--- src/rtl/cpu_io_port_pkg.sv ---
package cpu_io_port_pkg;
    localparam int PORT_LINES = 6;

    typedef logic [PORT_LINES-1:0] line_vec_t;

    typedef struct packed {
        line_vec_t dir;
        line_vec_t dat;
    } port_regs_t;
endpackage

--- src/rtl/cpu_io_port_regs.sv ---
module cpu_io_port_regs
    import cpu_io_port_pkg::*;
(
    input  logic       clk,
    input  logic       rst_n,
    input  logic       dir_wr,
    input  logic       dat_wr,
    input  line_vec_t  wr_vec,
    output port_regs_t regs_q
);
    port_regs_t regs_d;

    always_comb begin
        regs_d = regs_q;
        if (dir_wr) regs_d.dir = wr_vec;
        if (dat_wr) regs_d.dat = wr_vec;
    end

    always_ff @(posedge clk or negedge rst_n) begin
        if (!rst_n) begin
            regs_q <= '0;
        end else begin
            regs_q <= regs_d;
        end
    end
endmodule

--- src/rtl/cpu_io_port_pad.sv ---
module cpu_io_port_pad
    import cpu_io_port_pkg::*;
(
    input  port_regs_t regs,
    input  line_vec_t  ext_low,
    output line_vec_t  oe,
    output line_vec_t  level
);
    for (genvar i = 0; i < PORT_LINES; i++) begin : g_line
        logic drive_val;
        always_comb begin
            oe[i]     = regs.dir[i];
            drive_val = regs.dir[i] ? regs.dat[i] : 1'b1;
            level[i]  = drive_val & ~ext_low[i];
        end
    end
endmodule

--- src/rtl/cpu_io_port_decode.sv ---
module cpu_io_port_decode
    import cpu_io_port_pkg::*;
#(
    parameter int ADDR_W    = 16,
    parameter int DATA_W    = 8,
    parameter int DIR_ADDR  = 0,
    parameter int DATA_ADDR = 1
) (
    input  logic [ADDR_W-1:0] addr,
    input  logic              we,
    input  line_vec_t         dir_vec,
    input  line_vec_t         level_vec,
    output logic              hit_dir_wr,
    output logic              hit_dat_wr,
    output logic              sel,
    output logic [DATA_W-1:0] rdata
);
    localparam int PAD_W = DATA_W - PORT_LINES;
    localparam logic [ADDR_W-1:0] DIR_A = ADDR_W'(DIR_ADDR);
    localparam logic [ADDR_W-1:0] DAT_A = ADDR_W'(DATA_ADDR);

    logic hit_dir, hit_dat;

    always_comb begin
        hit_dir    = (addr == DIR_A);
        hit_dat    = (addr == DAT_A);
        sel        = hit_dir | hit_dat;
        hit_dir_wr = we & hit_dir;
        hit_dat_wr = we & hit_dat;
        if (hit_dir) begin
            rdata = {{PAD_W{1'b0}}, dir_vec};
        end else if (hit_dat) begin
            rdata = {{PAD_W{1'b0}}, level_vec};
        end else begin
            rdata = '0;
        end
    end
endmodule

--- src/rtl/cpu_io_port.sv ---
module cpu_io_port
    import cpu_io_port_pkg::*;
#(
    parameter int ADDR_W    = 16,
    parameter int DATA_W    = 8,
    parameter int DIR_ADDR  = 0,
    parameter int DATA_ADDR = 1
) (
    input  logic              clk,
    input  logic              rst_n,
    input  logic [ADDR_W-1:0] bus_addr,
    input  logic [DATA_W-1:0] bus_wdata,
    input  logic              bus_we,
    output logic [DATA_W-1:0] bus_rdata,
    output logic              bus_sel,
    input  logic [5:0]        ext_pull_low,
    output logic [5:0]        pin_oe,
    output logic [5:0]        pin_level,
    output logic              bank_lo,
    output logic              bank_hi,
    output logic              bank_chr
);
    localparam int LO_LINE  = 0;
    localparam int HI_LINE  = 1;
    localparam int CHR_LINE = 2;

    port_regs_t regs_q;
    line_vec_t  level_w, oe_w;
    logic       dir_wr, dat_wr;

    cpu_io_port_decode #(
        .ADDR_W(ADDR_W), .DATA_W(DATA_W),
        .DIR_ADDR(DIR_ADDR), .DATA_ADDR(DATA_ADDR)
    ) u_decode (
        .addr(bus_addr), .we(bus_we),
        .dir_vec(regs_q.dir), .level_vec(level_w),
        .hit_dir_wr(dir_wr), .hit_dat_wr(dat_wr),
        .sel(bus_sel), .rdata(bus_rdata)
    );

    cpu_io_port_regs u_regs (
        .clk(clk), .rst_n(rst_n),
        .dir_wr(dir_wr), .dat_wr(dat_wr),
        .wr_vec(bus_wdata[PORT_LINES-1:0]),
        .regs_q(regs_q)
    );

    cpu_io_port_pad u_pad (
        .regs(regs_q), .ext_low(ext_pull_low),
        .oe(oe_w), .level(level_w)
    );

    always_comb begin
        pin_oe    = oe_w;
        pin_level = level_w;
        bank_lo   = level_w[LO_LINE];
        bank_hi   = level_w[HI_LINE];
        bank_chr  = level_w[CHR_LINE];
    end
endmodule

--- config.mk ---
export PLATFORM = sky130hd
export DESIGN_NAME = cpu_io_port
export DESIGN_NICKNAME = d
export VERILOG_FILES = /design/src/rtl/cpu_io_port_pkg.sv /design/src/rtl/cpu_io_port_regs.sv /design/src/rtl/cpu_io_port_pad.sv /design/src/rtl/cpu_io_port_decode.sv /design/src/rtl/cpu_io_port.sv
export SDC_FILE = /design/constraint.sdc
export NUM_CORES = 1
export LEC_CHECK = 0
export ABC_CLOCK_PERIOD_IN_PS = 1200
export BUFFER_PORTS_ARGS = -buffer_cell sky130_fd_sc_hd__buf_2
export CAP_MARGIN = 20
export CORE_ASPECT_RATIO = 0.6
export CORE_UTILIZATION = 29
export CTS_BUF_LIST = sky130_fd_sc_hd__clkbuf_4 sky130_fd_sc_hd__clkbuf_8
export CTS_CLUSTER_SIZE = 30
export DETAILED_ROUTE_END_ITERATION = 6
export HOLD_SLACK_MARGIN = 0.06
export PLACE_DENSITY_LB_ADDON = 0.08
export SYNTH_ARGS = -nofsm -noshare
export SYNTH_HDL_FRONTEND = slang
export SYNTH_HIERARCHICAL = 1
export SYNTH_SLANG_ARGS = --single-unit
--- constraint.sdc ---
create_clock -name clk -period 1.2 [get_ports clk]
set_input_delay 0.18 -clock clk [delete_from_list [all_inputs] [get_ports clk]]
set_output_delay 0.18 -clock clk [all_outputs]
set_load 0.05 [all_outputs]
# Word-level counts from Yosys, hierarchy flattened
# Cells that the tools add are included.
# totals
inputBits,33
ff_bits,12
latchBits,0
ram_bits,0
memories,0
wordCells,27
romBits,0
out_inout_bits,24
# classes
add_sub_neg,0
shift,0
n_bitwise,15
multipliers,0
eq_ne,1
n_lt_le_gt_ge,0
reduce_logical,1
mux,8
n_div,0
# op_table
operator,count
"equality test 16 x 1 -> 1 bit, second input constant",1
logical NOT 16 bit,1
bitwise AND 1 bit,8
two-way mux 8 bit,1
two-way mux 1 bit,6
two-way mux 6 bit,1
inverter 1 bit,6
OR 1 bit,1

# Depth between registers and ports, before layout
# Gate-level depths: netlist of the first run.
# logic_depth
ltp_word,4
depth_mapped,5
depth_no_buf,4

# By module
# The synthesis of the first run kept the hierarchy.
# by_module_without_submodules
module,seq_area_each_um2,instances,area_each_um2,cells_each
cpu_io_port_regs,300.3,1,503.0,26
cpu_io_port_decode,0.0,1,183.9,25
cpu_io_port_pad,0.0,1,120.1,18
cpu_io_port,0.0,1,22.5,3

# Least setup slack after synthesis of the first run
# OpenSTA, ideal clock, no wires.
# synth_path
path_kind,register to output
startpoint,register u_regs/regs_q[6] (netlist name)
endpoint,output bus_rdata[0]
arrival_time_ns,1.753
n_path_buf,0
path_slack_ns,-0.733
t_required_ns,1.020
stages_incl_launch_ff,4
cell_sequence,dfrtp_1 a21oi_2 mux2i_1 nor2_1
# synth_via
elab_chain_len,4
# synth_rtl
item,line,text
two-way mux 1 bit,cpu_io_port_pad.sv:13,drive_val = regs.dir[i] ? regs.dat[i] : 1'b1;
bitwise AND 1 bit,cpu_io_port_pad.sv:14,level[i] = drive_val & ~ext_low[i];
via pin_level[0],cpu_io_port.sv:18,"output logic [5:0] pin_level,"
two-way mux 6 bit,cpu_io_port_decode.sv:32,end else if (hit_dat) begin
two-way mux 8 bit,cpu_io_port_decode.sv:30,if (hit_dir) begin
to (decl),cpu_io_port.sv:14,"output logic [DATA_W-1:0] bus_rdata,"
# The timed path passes the listed nets, and every way through them passes these cells.

# Worst setup path in the final report of the first run
# layout_path
startpoint,input bus_addr[8]
endpoint,output bus_rdata[5]
# layout_via
elab_chain_len,3
word_cells_on_any_way,4
cone_classes,1 x eq/ne; 2 x mux; 1 x reduce/logical
# layout_rtl
item,line,text
from (decl),cpu_io_port.sv:11,"input logic [ADDR_W-1:0] bus_addr,"
equality test 16 x 1 -> 1 bit,cpu_io_port_decode.sv:26,hit_dat = (addr == DAT_A);
two-way mux 6 bit,cpu_io_port_decode.sv:32,
two-way mux 8 bit *,cpu_io_port_decode.sv:30,
# Mark *: on every way between the ends. The rest lies on a longest branch, timed or not.

==> results of run 1 <==
worst register-to-register path, delay by kind of cell, from the launching register on:
kind / cells / cell delay, ps
DFF: 1 / 430
buffers and inverters: 2 / 280
muxes: 1 / 260
placed cells by master (no fill, tap or decap), types with 3 or more instances in the layout:
master,instances
clkbuf_8,4
mux2_4,12
nor4_4,3
a21oi_4,6
nor2_4,7
buf_8,11
inv_2,4
mux2i_4,5
buf_4,19
dfrtp_1,10
buf_6,24
buf_2,26
final cells by class:
cell class | count | share of cell area [%]
well taps | 32 | 2.27
clock buffers | 4 | 3.12
flip-flops and latches | 12 | 17.1
inverters | 7 | 1.63
multi-input cells | 40 | 34.1
repair buffers | 82 | 41.8
through the flow:
stage / instances / worst slack, ps / setup TNS (ps)
CTS: 172 / -199 / -2870
detailed placement: 162 / -375 / -5920
finish: 177 / -233 / -3540
global placement: 162 / -380 / -5940
global route: 177 / -281 / -4820
floorplan: 73 / -347 / -5390
routing by layer:
metal | part of all wire, % | routed length, um
met3 | 5.5 | 138
met5 | 0 | 0
met1 | 41 | 1030
met2 | 52 | 1320
met4 | 1.7 | 44
power by group:
| part | internal [W] | switching, W |
|---|---|---|
| Sequential | 0.000405 | 0.000000144 |
| Clock | 0.000291 | 0.000162 |
| Combinational | 0.000155 | 0.000169 |
| Total | 0.000851 | 0.000332 |
repair_timing:
action,4_1_cts,5_1_grt
setup endpoints to repair,31,32
gates resized for setup,68,17
hold endpoints to repair,12,0
pin swaps,11,8
hold buffers,1,0
buffers inserted,5,5
synthesized netlist by cell type, drive strengths merged:
cell type  count
a21oi          6
nor2           7
clkbuf         1
dfrtp         12
nor3           1
inv            7
nand4          1
conb           1
mux2i          6
nor3b          1
nor4           3
nand2          1
mux2          12
buf           13
how the worst max path moves through the flow:
stage                                             start                             to  cells after the start
final                                       bus_addr[8]                   bus_rdata[5]                      6
after global routing       u_regs/regs_q[6]$_DFFE_PN0P_                   bus_rdata[0]                      4
after CTS                  u_regs/regs_q[6]$_DFFE_PN0P_                   bus_rdata[0]                      4
after detailed placement                    bus_addr[4]  u_regs/regs_q[10]$_DFFE_PN0P_                      6
after global placement                      bus_addr[4]  u_regs/regs_q[11]$_DFFE_PN0P_                      6
after floorplan           u_regs/regs_q[10]$_DFFE_PN0P_                   bus_rdata[4]                      3
cells by family after synthesis:
logic type,count (synthesis)
mux,18
flops,12
other cells,1
simple gates,14
buf+inv,21
compound gates,6
==> impl_metrics.csv, run 1 <==
group,metric,value,unit
power,power_density,669,mW/mm2
detailed_routing,vias,784,
detailed_routing,first_pass_iters,5,
worst_setup_path,critical-path-top-delay-family,"simple AND/OR/NAND/NOR gates",
cells_and_area,num-fill-cells,184,
cells_and_area,final_nets,179,
worst_setup_path,critPathArrivalTime,1250,ps
worst_setup_path,cp.buffers_inverters,3,
timing,setup_ws,-233,ps
synth,synth_area,830,um2
floorplanning,die-height,43.4,um
synth,yosysWarnings,6,
synth,synth_area_per_cell,11.5,um2
worst_setup_path,path_class,"in -> out",
worst_setup_path,cp.required,1020,ps
global_route,grt_pass1_wl,3940,um
global_route,grt_pass1_vias,842,
place,portBuffers,52,
floorplanning,core_area,0.00261,mm2
cells_and_area,regArea,303,um2
worst_setup_path,path_max_fanout,4,
place,routabilityCongestion,0.702,
floorplanning,io_pins,57,
global_route,track_usage,17.4,%
min_path,worst_hold_path.num_cells,2,
cells_and_area,final_util,67.7,%
synth,synthSimpleGateAreaFrac,11.8,%
timing,grt_setup_unrepaired,"yes",
global_route,overflow,0,
clock_network,cts_sinks,12,
synth,ys_seq_area_share,36.2,%
power,leakage,0.820,nW
detailed_routing,drt_wl_total,2530,um
detailed_routing,dr.first_iter.drc_count,8,
place,dp_hpwl,1700,um
global_route,grt_antenna_before_repair,0,
synth,synth.top_cell.area_share,36.2,%
clock_network,insertion_delay,240,ps
status,status,"finished with violations",
global_route,grtUsageMet1,20.7,%
status,violations,"DRC, setup timing",
cells_and_area,largestRegisters,"u_regs/regs_q x12",
detailed_routing,antenna_left,0,
power,vdd_drop_max,0.467,mV
cells_and_area,multi_input_area,602,um2
timing,max_freq,698,MHz
detailed_routing,vias_per_cell,4.43,
timing,hold_viol,0,
clock_network,cts_buffers,3,
synth,post-synth-top-area-cell,"dfrtp_1",
cells_and_area,largest-register,"u_regs/regs_q",
clock_network,h-tree-depth,1,
worst_setup_path,worst-r2r-setup-slack,130,ps
power,total_power,0.00118,W
timing,fin_crit_sh,119,%
min_path,hold_class,"in -> reg",
cells_and_area,n_antenna_cell,0,
synth,synth_compound_area_share,6.33,%
min_path,holdPathEnd,"u_regs/regs_q[4]$_DFFE_PN0P_",
detailed_routing,post_drt_wl_per_cell,14.3,um
worst_setup_path,worstRegToRegCells,3,
global_route,grt_max_degree,13,
floorplanning,dieArea,0.00309,mm2
cells_and_area,drive_gt1_share,89.0,%
worst_setup_path,endpoint_kind,"output pin",
synth,synthAdderAreaFrac,0,%
cells_and_area,postLayoutCellArea,0.00177,mm2
min_path,min_from,"bus_wdata[4]",
cells_and_area,syn2layout_area_growth,113,%
clock_network,root_buffer,"clkbuf_8",
clock_network,clock_path_buffers,2,
timing,layout_min_cycle_time,1430,ps
worst_setup_path,crit_path_top_delay_cell,"nor4_4",
synth,muxShareOfSynthArea,29.0,%
synth,synth_top_family_by_area,"multiplexers",
floorplanning,die_w,71.0,um
synth,synthCells,72,
timing,final_max_slew_viol_count,0,
floorplanning,rows,14,
worst_setup_path,r2r_start,"u_regs/regs_q[7]$_DFFE_PN0P_",
worst_setup_path,start_kind,"input port",
cells_and_area,largest_reg_flops,12,
timing,finalSetupViolations,28,
global_route,busiest_layer,"met2",
synth,yosysUniqueCellTypes,15,
clock_network,cts_tree,"built",
timing,holdWs,184,ps
worst_setup_path,r2r-end,"u_regs/regs_q[7]$_DFFE_PN0P_",
floorplanning,start_util,31.8,%
synth,synth_area_leaders,"dfrtp_1 (36%), mux2_4 (22%), buf_4 (10%)",
place,placed_cell_area,0.00131,mm2
worst_setup_path,worstPathCellList,"buf_2 -> nor4_4 -> nand4_4 -> buf_6 -> nor2_4 -> buf_8",
timing,fin_skew,0,ps
clock_network,clkTransAtPathRegs,50,ps
job,max-cap-violations,0,
synth,ys_ff_latch,12,
worst_setup_path,slowest_delay,300,ps
global_route,grtUsageMet2,29.8,%
global_route,grt_use_met3,6.51,%
detailed_routing,drc,2,
synth,synth-xor-area-share,0,%
Note: power is estimated with default switching activity, not from simulation.
==> run 2, diff against run 1 <==
REMOVE_ABC_BUFFERS = 1   (was unset)
==> impl_metrics.csv, run 2 (synthesis gave the netlist of run 1 again) <==
group,metric,value,unit
status,status,"finished with violations",
status,violations,"DRC, setup timing",
worst_setup_path,cp.required,1020,ps
job,max-cap-violations,0,
detailed_routing,first_pass_iters,6,
place,portBuffers,52,
power,total_power,0.00112,W
global_route,grt_antenna_before_repair,0,
worst_setup_path,critPathArrivalTime,1260,ps
clock_network,cts_tree,"built",
timing,max_freq,693,MHz
worst_setup_path,cp_common_cell,"buf_6",
cells_and_area,regArea,300,um2
clock_network,cts_buffers,3,
cells_and_area,final_nets,175,
power,vdd_drop_max,0.555,mV
power,p_sw_share,26.9,%
power,p_switching,0.000301,W
floorplanning,io_pins,57,
timing,finalSetupViolations,28,
timing,final_max_slew_viol_count,0,
power,leakage,0.756,nW
cells_and_area,final_common_cell,"buf_2",
clock_network,root_buffer,"clkbuf_8",
detailed_routing,drc,4,
place,dp_cells,158,
detailed_routing,antenna_left,0,
timing,fin_skew,0,ps
worst_setup_path,path_class,"in -> out",
cells_and_area,final_util,60.3,%
min_path,holdPathEnd,"u_regs/regs_q[9]$_DFFE_PN0P_",
cells_and_area,n_antenna_cell,0,
power,clkPwrFrac,38.8,%
clock_network,insertion_delay,240,ps
place,routabilityCongestion,0.709,
worst_setup_path,r2r_start,"u_regs/regs_q[6]$_DFFE_PN0P_",
power,p_comb_share,25.0,%
worst_setup_path,worstPathCellList,"buf_6 -> nor4_4 -> nand4_4 -> buf_6 -> nor2_4 -> buf_6",
clock_network,clkTransAtPathRegs,50,ps
min_path,worst_hold_path.num_cells,2,
floorplanning,die_w,71.0,um
cells_and_area,drive_gt1_share,84.4,%
global_route,track_usage,15.1,%
timing,fin_crit_sh,120,%
floorplanning,die-height,43.4,um
floorplanning,core_area,0.00261,mm2
floorplanning,dieArea,0.00309,mm2
floorplanning,start_util,31.8,%
power,power_frac_seq,36.2,%
timing,layout_min_cycle_time,1440,ps
cells_and_area,layout_common_cells,"buf_2 (28), buf_4 (25), buf_6 (14)",
global_route,grt_max_degree,13,
cells_and_area,multi_input_area,522,um2
detailed_routing,drt_wl_total,2240,um
power,power_density,712,mW/mm2
timing,hold_viol,0,
global_route,grt_pass1_vias,733,
timing,setup_ws,-242,ps
floorplanning,rows,14,
clock_network,h-tree-depth,1,
place,dp_hpwl,1610,um
worst_setup_path,slowest_delay,350,ps
detailed_routing,post_drt_wl_per_cell,12.9,um
place,dp_worst_setup_slack,-409,ps
clock_network,cts_sinks,12,
detailed_routing,dr.first_iter.drc_count,16,
detailed_routing,vias_per_cell,4.31,
cells_and_area,largestRegisters,"u_regs/regs_q x12",
power,intPower,0.000819,W
cells_and_area,num-fill-cells,234,
clock_network,clock_path_buffers,2,
detailed_routing,vias,745,
worst_setup_path,start_kind,"input port",
worst_setup_path,path_max_fanout,5,
cells_and_area,largest-register,"u_regs/regs_q",
cells_and_area,syn2layout_area_growth,89.7,%
cells_and_area,instances_no_fill,173,
cells_and_area,largest_reg_flops,12,
global_route,overflow,0,
worst_setup_path,worstRegToRegCells,2,
worst_setup_path,r2r-end,"u_regs/regs_q[6]$_DFFE_PN0P_",
worst_setup_path,crit_path_top_delay_cell,"nor4_4",
timing,final.setup.tns,-4420,ps
worst_setup_path,endpoint_kind,"output pin",
timing,grt_setup_unrepaired,"yes",
min_path,min_from,"bus_wdata[3]",
worst_setup_path,worst-r2r-setup-slack,280,ps
min_path,hold_class,"in -> reg",
global_route,grt_pass1_wl,3480,um
run 2: changes by cell type in the layout (fill, tap and decap cells not counted), sizes merged:
cell    before  now
clkbuf       4    6
buf         81   75
run 2: per-layer routing:
| metal | share of wire [%] | vias up | GRT usage, % |
|---|---|---|---|
| met2 | 49 | 29 | 24.4 |
| li1 | - | 368 | - |
| met5 | 0 | - | 0 |
| met1 | 43 | 344 | 19.8 |
| met3 | 6.9 | 4 | 5.35 |
| met4 | 1.3 | 0 | 3.60 |
run 2: power groups by stage:
stage                     Combinational, W  Clock [W]  Sequential, W
final                             0.000280   0.000435       0.000405
after global routing              0.000295   0.000473       0.000405
after CTS                         0.000263   0.000449       0.000405
after detailed placement          0.000194          0       0.000412
after global placement            0.000192          0       0.000412
after floorplan                  0.0000980          0       0.000413
run 2: stage by stage:
| step | cell area [um2] | hold slack (ps) |
|---|---|---|
| 2_1_floorplan | 724 | -116 |
| 3_3_place_gp | 1140 | 73.4 |
| 3_5_place_dp | 1140 | 72.8 |
| 4_1_cts | 1480 | 180 |
| 5_1_grt | 1570 | 177 |
| 6_report | 1570 | 185 |
run 2: worst max-delay path by stage:
stage / endpoint / cells past startpoint / from / slack [ps]
2_1_floorplan: bus_rdata[0] / 3 / u_regs/regs_q[6]$_DFFE_PN0P_ / -1380
3_3_place_gp: u_regs/regs_q[9]$_DFFE_PN0P_ / 6 / bus_addr[15] / -430
4_1_cts: bus_rdata[2] / 4 / u_regs/regs_q[8]$_DFFE_PN0P_ / -180
3_5_place_dp: u_regs/regs_q[6]$_DFFE_PN0P_ / 6 / bus_addr[15] / -410
5_1_grt: bus_rdata[3] / 6 / bus_addr[3] / -270
6_report: bus_rdata[2] / 6 / bus_addr[3] / -240
run 2: final cells by class:
class,instances,share of cell area (%)
Tap cell,32,2.54
Multi-Input combinational cell,40,33.1
Timing Repair Buffer,78,40.1
Clock buffer,4,3.50
Inverter,7,1.67
Sequential cell,12,19.1
run 2: worst max-delay path, delay by kind of cell:
kind,cells,cell delay (ps)
buffers and inverters,3,450
and+or+nand+nor,3,630
run 2: repair_timing:
action                                  CTS  global route
setup buffers                             6             6
hold buffers                              1             0
hold endpoints to repair                 12             0
pin swaps                                13            11
endpoints found under the setup margin   28            32
gates resized for setup                  61            17
